<file path="config.mk">
export PLATFORM = sky130hd
export DESIGN_NAME = rx_ring_router
export DESIGN_NICKNAME = d
export VERILOG_FILES = /design/src/rtl/rrs_pkg.sv /design/src/rtl/rrs_ring_select.sv /design/src/rtl/rrs_exit_select.sv /design/src/rtl/rx_ring_router.sv
export SDC_FILE = /design/constraint.sdc
export NUM_CORES = 1
export LEC_CHECK = 0
export ABC_AREA = 1
export BUFFER_PORTS_ARGS = -buffer_cell sky130_fd_sc_hd__buf_4
export CORE_AREA = 2 2 99 101
export DETAILED_ROUTE_END_ITERATION = 16
export DIE_AREA = 0 0 101 103
export PLACE_DENSITY = 0.67
export SETUP_SLACK_MARGIN = 0.5
export SYNTH_ARGS = -nofsm -noshare
export SYNTH_HDL_FRONTEND = slang
export SYNTH_SLANG_ARGS = --single-unit
</file>
<file path="constraint.sdc">
create_clock -name clk -period 0.9 [get_ports clk]
set_input_delay 0.135 -clock clk [delete_from_list [all_inputs] [get_ports clk]]
set_output_delay 0.135 -clock clk [all_outputs]
set_load 0.05 [all_outputs]
</file>
<file path="src/rtl/rrs_pkg.sv">
package rrs_pkg;
  localparam int RING_W        = 3;
  localparam int EXIT_W        = 5;
  localparam int PEER_W        = 2;
  localparam int NUM_OVR_KINDS = 3;
  localparam int FIRST_OPT     = 7;
  localparam int OPT_RINGS     = 4;

  localparam logic [RING_W-1:0] SRC_MAX     = 3'd5;
  localparam logic [RING_W-1:0] DST_MAX     = 3'd6;
  localparam logic [RING_W-1:0] DST_RELEASE = 3'd0;
  localparam logic [1:0]        KIND_MCAST  = 2'd1;

  // Peer classification word, most significant field first
  typedef struct packed {
    logic [9:0]        rsvd_hi;
    logic              ppe_gate;
    logic              ppe_req;
    logic [1:0]        rsvd_mid;
    logic              echo_drop;
    logic [RING_W-1:0] dst;
    logic [RING_W-1:0] src;
    logic [NUM_OVR_KINDS-1:0] ovr;
    logic              fb_en;
    logic [PEER_W-1:0] peer_hi;
    logic [EXIT_W-1:0] exit_code;
  } peer_word_t;
endpackage

</file>
<file path="src/rtl/rrs_ring_select.sv">
module rrs_ring_select
  import rrs_pkg::*;
#(
  parameter int NUM_KINDS = 4,
  localparam int KIND_W   = $clog2(NUM_KINDS)
) (
  input  logic [KIND_W-1:0]           kind_i,
  input  logic [NUM_OVR_KINDS-1:0]    ovr_i,
  input  logic [RING_W-1:0]           word_src_i,
  input  logic [RING_W-1:0]           word_dst_i,
  input  logic                        echo_drop_i,
  input  logic                        echo_flag_i,
  input  logic [NUM_KINDS*RING_W-1:0] cfg_src_i,
  input  logic [NUM_KINDS*RING_W-1:0] cfg_dst_i,
  output logic [RING_W-1:0]           src_o,
  output logic [RING_W-1:0]           dst_o,
  output logic                        err_o
);
  logic [RING_W-1:0]    src_tab [NUM_KINDS];
  logic [RING_W-1:0]    dst_tab [NUM_KINDS];
  logic [NUM_KINDS-1:0] ovr_vec;
  logic [RING_W-1:0]    sel_src, sel_dst;
  logic                 bad_code, echo_hit;

  for (genvar k = 0; k < NUM_KINDS; k++) begin : g_kind
    assign src_tab[k] = cfg_src_i[k*RING_W +: RING_W];
    assign dst_tab[k] = cfg_dst_i[k*RING_W +: RING_W];
    if (k < NUM_OVR_KINDS) begin : g_ovr
      assign ovr_vec[k] = ovr_i[k];
    end else begin : g_fixed
      assign ovr_vec[k] = 1'b0;
    end
  end

  always_comb begin
    if (ovr_vec[kind_i]) begin
      sel_src = word_src_i;
      sel_dst = word_dst_i;
    end else begin
      sel_src = src_tab[kind_i];
      sel_dst = dst_tab[kind_i];
    end
    bad_code = (sel_src > SRC_MAX) || (sel_dst > DST_MAX);
    echo_hit = (kind_i == KIND_MCAST) && echo_drop_i && echo_flag_i;
    src_o    = sel_src;
    dst_o    = (bad_code || echo_hit) ? DST_RELEASE : sel_dst;
    err_o    = bad_code;
  end

  always_comb begin
    assert_dst_legal_R9: assert (dst_o <= DST_MAX);
    if (echo_hit) begin
      assert_echo_release_R8: assert (dst_o == DST_RELEASE);
    end
  end
endmodule

</file>
<file path="src/rtl/rrs_exit_select.sv">
module rrs_exit_select
  import rrs_pkg::*;
#(
  localparam int NUM_CODES = 1 << EXIT_W
) (
  input  logic [EXIT_W-1:0]           code_i,
  input  logic [PEER_W-1:0]           peer_hi_i,
  input  logic                        fb_en_i,
  input  logic                        flow_hit_i,
  input  logic [3:0]                  hash_i,
  input  logic                        ppe_req_i,
  input  logic                        ppe_gate_i,
  input  logic                        multi_buf_i,
  input  logic                        mbuf_off_i,
  input  logic [EXIT_W-1:0]           ppe_code_i,
  input  logic [NUM_CODES*EXIT_W-1:0] remap_i,
  input  logic [OPT_RINGS-1:0]        present_i,
  output logic [EXIT_W-1:0]           code_o
);
  logic [EXIT_W-1:0]    remap_tab [NUM_CODES];
  logic [NUM_CODES-1:0] needs_remap;
  logic [EXIT_W-1:0]    fb_code, pre_code, post_code;
  logic                 fb_active, ppe_active;

  for (genvar c = 0; c < NUM_CODES; c++) begin : g_code
    assign remap_tab[c] = remap_i[c*EXIT_W +: EXIT_W];
    if (c < FIRST_OPT) begin : g_real
      assign needs_remap[c] = 1'b0;
    end else if (c < FIRST_OPT + OPT_RINGS) begin : g_opt
      assign needs_remap[c] = ~present_i[c-FIRST_OPT];
    end else begin : g_virt
      assign needs_remap[c] = 1'b1;
    end
  end

  always_comb begin
    fb_active = fb_en_i && !flow_hit_i;
    if (peer_hi_i == '0) fb_code = {1'b1, hash_i};
    else                 fb_code = {peer_hi_i, hash_i[2:0]};
    pre_code   = fb_active ? fb_code : code_i;
    post_code  = needs_remap[pre_code] ? remap_tab[pre_code] : pre_code;
    ppe_active = ppe_req_i && ppe_gate_i && !(multi_buf_i && mbuf_off_i);
    code_o     = ppe_active ? ppe_code_i : post_code;
  end

  always_comb begin
    if (!fb_active && !ppe_active && code_i < EXIT_W'(FIRST_OPT)) begin
      assert_low_passthru_R6: assert (code_o == code_i);
    end
  end
endmodule

</file>
<file path="src/rtl/rx_ring_router.sv">
module rx_ring_router
  import rrs_pkg::*;
#(
  parameter int NUM_KINDS  = 4,
  localparam int KIND_W    = $clog2(NUM_KINDS),
  localparam int NUM_CODES = 1 << EXIT_W
) (
  input  logic                        clk,
  input  logic                        rst_n,
  input  logic                        in_valid,
  input  logic [31:0]                 class_word,
  input  logic [KIND_W-1:0]           frame_kind,
  input  logic                        flow_hit,
  input  logic [3:0]                  flow_hash,
  input  logic                        multi_buf,
  input  logic                        echo_flag,
  input  logic [NUM_KINDS*RING_W-1:0] cfg_src_rings,
  input  logic [NUM_KINDS*RING_W-1:0] cfg_dst_rings,
  input  logic [EXIT_W-1:0]           cfg_ppe_ring,
  input  logic [NUM_CODES*EXIT_W-1:0] cfg_remap,
  input  logic [OPT_RINGS-1:0]        cfg_ring_present,
  input  logic                        cfg_mbuf_ppe_off,
  output logic                        out_valid,
  output logic [RING_W-1:0]           out_src_ring,
  output logic [RING_W-1:0]           out_dst_ring,
  output logic [EXIT_W-1:0]           out_exit_ring,
  output logic                        out_err
);
  peer_word_t        pw;
  logic [RING_W-1:0] c_src, c_dst;
  logic [EXIT_W-1:0] c_exit;
  logic              c_err;
  logic              unused_rsvd;

  logic              valid_q, valid_d, err_q, err_d;
  logic [RING_W-1:0] src_q, src_d, dst_q, dst_d;
  logic [EXIT_W-1:0] exit_q, exit_d;

  assign pw          = peer_word_t'(class_word);
  assign unused_rsvd = ^{pw.rsvd_hi, pw.rsvd_mid};

  rrs_ring_select #(.NUM_KINDS(NUM_KINDS)) u_rings (
    .kind_i      (frame_kind),
    .ovr_i       (pw.ovr),
    .word_src_i  (pw.src),
    .word_dst_i  (pw.dst),
    .echo_drop_i (pw.echo_drop),
    .echo_flag_i (echo_flag),
    .cfg_src_i   (cfg_src_rings),
    .cfg_dst_i   (cfg_dst_rings),
    .src_o       (c_src),
    .dst_o       (c_dst),
    .err_o       (c_err)
  );

  rrs_exit_select u_exit (
    .code_i      (pw.exit_code),
    .peer_hi_i   (pw.peer_hi),
    .fb_en_i     (pw.fb_en),
    .flow_hit_i  (flow_hit),
    .hash_i      (flow_hash),
    .ppe_req_i   (pw.ppe_req),
    .ppe_gate_i  (pw.ppe_gate),
    .multi_buf_i (multi_buf),
    .mbuf_off_i  (cfg_mbuf_ppe_off),
    .ppe_code_i  (cfg_ppe_ring),
    .remap_i     (cfg_remap),
    .present_i   (cfg_ring_present),
    .code_o      (c_exit)
  );

  // Next-state: results load only on an accepted frame
  always_comb begin
    valid_d = in_valid;
    err_d   = in_valid && c_err;
    src_d   = src_q;
    dst_d   = dst_q;
    exit_d  = exit_q;
    if (in_valid) begin
      src_d  = c_src;
      dst_d  = c_dst;
      exit_d = c_exit;
    end
  end

  always_ff @(posedge clk or negedge rst_n) begin
    if (!rst_n) begin
      valid_q <= 1'b0;
      err_q   <= 1'b0;
      src_q   <= '0;
      dst_q   <= '0;
      exit_q  <= '0;
    end else begin
      valid_q <= valid_d;
      err_q   <= err_d;
      src_q   <= src_d;
      dst_q   <= dst_d;
      exit_q  <= exit_d;
    end
  end

  assign out_valid     = valid_q;
  assign out_err       = err_q;
  assign out_src_ring  = src_q;
  assign out_dst_ring  = dst_q;
  assign out_exit_ring = exit_q;

  assert_valid_follow_R2: assert property (@(posedge clk) disable iff (!rst_n)
    in_valid |=> out_valid);
  assert_idle_hold_R2: assert property (@(posedge clk) disable iff (!rst_n)
    !in_valid |=> (!out_valid && !out_err && $stable(out_exit_ring)
                   && $stable(out_src_ring) && $stable(out_dst_ring)));
  assert_err_release_R9: assert property (@(posedge clk) disable iff (!rst_n)
    out_err |-> (out_valid && out_dst_ring == DST_RELEASE));
endmodule

</file>
---- Word level (Yosys, flattened, before mapping) ----
Index checks and enable logic that the tools add are counted.
cells by class
  order comparisons ....................... 6
  equal/unequal tests ..................... 1
  muxes and demuxes ....................... 20
  bitwise operators ....................... 6
  reduce and logical (&&, ||, !) cells .... 12
operators with widths
  kind                                                      number
  2-to-1 mux 5 bit                                          6
  binary-select mux 5 bit (select 5 bit)                    1
  2-to-1 mux 3 bit                                          7
  binary-select mux 3 bit (select 2 bit)                    2
  logical AND 1 bit                                         7
  greater-or-equal comparator 6 bit, second input constant  1
  greater-than comparator 3 bit, second input constant      2
  < comparator 5 x 6 -> 1 bit, second input constant        1
  inverter 5 -> 6 bit                                       1
  binary-select mux 1 bit (select 5 bit)                    1
  inverter 1 bit                                            4
  greater-or-equal comparator 3 bit, second input constant  1
  < comparator 2 x 3 -> 1 bit, second input constant        1
  inverter 2 -> 3 bit                                       1
  binary-select mux 1 bit (select 2 bit)                    1
  equality test 2 x 1 -> 1 bit, second input constant       1
  logical NOT 1 bit                                         2
  logical NOT 2 bit                                         1
  logical OR 1 bit                                          2
  2-to-1 mux 1 bit                                          2
word-level totals
  register bits ........................... 13
  input port bits ......................... 238

---- Logic depth before layout (Yosys ltp) ----
  word-level depth ........................ 9
  gate-level depth with buffers ........... 16
  mapped depth without buffers ............ 15

---- By module ----
Synthesis repeated with hierarchy kept, for this count alone.
unflattened totals
  cells, all modules ...................... 571
  area, all modules ....................... 2819.0 sq um
by module, submodules not included
  module           instances  cells an instance  area an instance (sq um)  sequential area each (sq um)
  rrs_exit_select  1          420                1871.8                    0.0
  rx_ring_router   1          51                 479.2                     325.3
  rrs_ring_select  1          100                467.9                     0.0

---- Least setup slack after synthesis ----
Ideal clock, no wire load.
  kind .................................... input to register
  start ................................... input flow_hit
  end ..................................... register exit_q[3] (netlist: out_exit_ring[3])
  setup time .............................. 0.118 ns
  data arrival time ....................... 1.268 ns
  setup slack ............................. -0.486 ns
  cell stages on the path ................. 16
  path buffers ............................ 1
  path through ............................ inv_1 -> nand2_2 -> nand2_2 -> nand2_1 -> buf_6 -> nand2_1 -> nor2_4 -> nor2_1 -> nand2_1 -> nor2_2 -> nor2_1 -> nand2_1 -> nand2_1 -> nand2_1 -> nand2_1 -> nand2_1
between the ends
  longest elaborated chain between the ends .. 9
  elaborated cells between the ends (all ways) .. 11
  those cells by class .................... mux: 8; bitwise: 1; reduce/logical: 2
ends and longest elaborated chain
  element                                              line                   text
  start, declared                                      rx_ring_router.sv:13   input logic flow_hit,
  logical NOT 1 bit *                                  rrs_exit_select.sv:37  fb_active = fb_en_i && !flow_hit_i;
  logical AND 1 bit *                                  rrs_exit_select.sv:37
  2-to-1 mux 5 bit *                                   rrs_exit_select.sv:40  pre_code = fb_active ? fb_code : code_i;
  inverter 5 -> 6 bit (not written as such)            rrs_exit_select.sv:41  post_code = needs_remap[pre_code] ? remap_tab[pre_code] : pre_code;
  binary-select mux 5 bit (select 5 bit)               rrs_exit_select.sv:41
  2-to-1 mux 5 bit (not written as such) (2 in a row)  rrs_exit_select.sv:41
  2-to-1 mux 5 bit *                                   rrs_exit_select.sv:41
  2-to-1 mux 5 bit *                                   rrs_exit_select.sv:43  code_o = ppe_active ? ppe_code_i : post_code;
  end signal, assigned                                 rx_ring_router.sv:98   exit_q <= exit_d;
  end, declared                                        rx_ring_router.sv:37   logic [EXIT_W-1:0] exit_q, exit_d;
Mark *: on every way between the ends. The rest lies on a longest branch, timed or not. The select of a mux whose other input is x is not followed.
A chain may end at the register's enable or synchronous reset.

---- Final worst setup path ----
  start ................................... input flow_hit
  end ..................................... register exit_q[0] (netlist: out_exit_ring[0])
The elaborated chain is that of the path after synthesis.

==> flow_summary_export.csv <==
group,metric,value,unit
status,status,"complete, but fails checks",
status,violations,"hold timing, setup timing",
worst_hold_path,hp-class,"input port to asynchronous set/reset pin",
setup_path,cp_max_fo,8,
grt,grt_use_met3,0.0346,
sta,setup-violations-final,25,
grt,grt_pass1_wl,21100,µm
placed_design,place_congestion,0.880,
setup_path,crit_path_end_kind,"flip-flop",
grt,grt_usage,0.247,
final_layout,final_layout_size_suffix_gt1_frac,0.482,
sta,min_period,1420,ps
final_layout,diodes,0,
routing,drt_iter0_drc,236,
die,core_area,0.00946,mm²
clocking,h-tree-depth,1,
synth,synth.area.top_cells,"nand2_1, nand3_1, inv_1, dfrtp_1, nor2_1",
placed_design,hpwlAfterDp,10600,µm
die,start_util,0.299,
die,ios,251,
routing,num_vias,4846,
synth,synth_top_family_by_area,"simple AND/OR/NAND/NOR gates",
synth,syn_avg_cell_area,4.84,µm²
synth,synthCells,585,
setup_path,cp_slowest_cell,"buf_12",
setup_path,r2r_cells,4,
final_layout,areaGrowthSynthToFinish,117,%
die,num_rows,36,
die,dieArea,0.0104,mm²
routing,route.detailed.drc,0,
synth,ys_warn_count,0,
routing,routed_wl,14300,µm
synth,synth_fa_ha_area_frac,0,
final_layout,final_cells,975,
synth,synth_nets,823,
clocking,cts.path.max_buffers,2,
grt,grt_pass1_vias,4679,
setup_path,r2r-start,"out_exit_ring[0]",
synth,ys_types,27,
pwr,ir_drop,0.756,mV
sta,max_freq,704,MHz
setup_path,critPathLaunchType,"input port",
sta,post-route-period-util,1.58,
sta,fin_ws,-520,ps
grt,busiest_layer,"met2",
grt,met2_usage,0.469,
die,die_width,101,µm
grt,grt-ovfl-total,0,
synth,synth-xor-area-share,0,
synth,synthMuxAreaShare,0,
synth,yosysTopAreaCell,"nand2_1",
synth,ys_seq_area_frac,0.115,
clocking,clkTransAtPathRegs,60,ps
die,die_y,103,µm
setup_path,arrival,1540,ps
sta,worst_pin_slew,288,ps
synth,synth_compound_area_frac,0.104,
setup_path,path_buf_inv,4,
synth,ys_ff_latch,13,
setup_path,crit_family,"simple AND/OR/NAND/NOR gates",
routing,viasPerCell,4.97,
clocking,cts_inserted_buffers,3,
sta,whs,-270,ps
final_layout,final_common_cell,"buf_4",
placed_design,io_buffers,212,
synth,yosysTopAreaCellShare,0.286,
final_layout,layout_common_cells,"buf_4, nand2_1, inv_1",
clocking,cts_tree,"yes",
clocking,clk_latency,240,ps
pwr,p_per_area,844,mW/mm²
sta,finClkSkew,0,ps
setup_path,required,1020,ps
placed_design,dp.cells,940,
sta,relSlewSlack,0.806,
sta,finalMaxSlewViolations,0,
run,max_cap_viol_count,0,
routing,detail-route-antenna-nets,0,
synth,synth_simple_gate_area_share,0.571,
routing,drtPass1Iterations,5,
setup_path,rr_endpoint,"out_exit_ring[0]",
setup_path,path_cells,"buf_12 -> inv_12 -> nand3_4 -> buf_12 -> nand2_8 -> buf_16 -> nand2_1 -> nand3_2 -> nand3_2 -> nand2_1 -> nor2_2 -> nand2_2 -> nand3_2 -> o21bai_1 -> nand2_1",
grt,gr-usage-met1,0.297,
sta,hold_violations,13,
setup_path,r2r_setup_slack,10,ps
pwr,leakagePower,3.45,nW
grt,antenna_found_initial,0,
clocking,cts.sink_count,13,
sta,rsz0062_at_grt,"yes",
final_layout,nNetsFinal,1100,
setup_path,critPathMaxStageDelay,190,ps
grt,grt_start_max_net_pins,23,
setup_path,crit_type,"input port to flip-flop",
routing,wl_per_cell,14.7,µm
synth,syn-cell-area,0.00283,mm²
clocking,clock_tree.root_cell,"clkbuf_8",
-- layer usage --
metal  wire length (µm)  part of all wire  vias to the layer above
li1                   -                 -                     2363
met1               5610              0.39                     2235
met2               7420              0.52                      215
met3                993             0.069                       33
met4                325             0.023                        0
met5                  0                 0                        -
-- repair_timing --
item	CTS	global route
hold endpoints to repair	13	13
gates resized for setup	100	78
gates cloned	8	6
pin swaps	21	50
endpoints found under the setup margin	25	25
buffers inserted	6	11
-- flip-flops by register name, summed over array words and instances, names as in the netlist --
name / count
out_exit_ring: 5
out_err: 1
out_valid: 1
out_dst_ring: 3
out_src_ring: 3
-- Yosys cell counts --
library cell / count
nand2_1: 216
inv_1: 108
nand3_1: 94
nor2_1: 47
o21ai_0: 27
buf_2: 15
dfrtp_1: 13
a21oi_1: 11
nand2_2: 6
buf_6: 5
clkbuf_1: 5
nand3b_1: 5
nand4_1: 5
a31oi_1: 4
buf_4: 4
nor2_2: 3
o211ai_1: 3
inv_2: 2
nor2_4: 2
o21ai_1: 2
o22ai_1: 2
a21oi_2: 1
a32o_1: 1
nor3_1: 1
o21ai_2: 1
o21bai_1: 1
or2_2: 1
-- report_power, final --
group          leakage, nW  switching (W)  total [W]  internal [W]
clock network       0.0228       0.000202   0.000515      0.000312
logic                 3.28        0.00193    0.00392       0.00198
registers            0.146      0.0000697   0.000756      0.000686
-- kinds of logic after synthesis --
group           after synthesis
simple gates                380
buf+inv                     139
flops                        13
compound gates               53
-- worst max path at each step --
| stage | startpoint | endpoint | slack (ps) | cells past startpoint |
|---|---|---|---|---|
| after floorplan | class_word[7] | out_exit_ring[3] | -380 | 16 |
| after global placement | flow_hit | out_exit_ring[0] | -830 | 15 |
| after detailed placement | flow_hit | out_exit_ring[0] | -820 | 15 |
| after CTS | flow_hit | out_exit_ring[0] | -460 | 14 |
| after global routing | flow_hit | out_exit_ring[3] | -600 | 17 |
| final | flow_hit | out_exit_ring[0] | -520 | 15 |
-- stage by stage --
stage	power, W	TNS [ps]	cell area [µm²]	setup WS [ps]	utilization
after CTS	0.00469	-3290	5610	-458	0.593
after global placement	0.00368	-7010	4970	-831	0.525
after global routing	0.00550	-5130	6150	-604	0.650
after floorplan	0.00229	-3350	2940	-381	-
after detailed placement	0.00369	-7310	4970	-820	0.525
final	0.00519	-4110	6150	-520	0.650
-- layout make-up --
type	instances	area (µm²)
fill	808	3310
timing repair buffer	298	2750
multi-input combinational	436	2440
inverter	110	435
sequential	13	339
tap	114	143
clock buffer	4	45.0
Note: power is estimated with default switching activity, not from simulation.
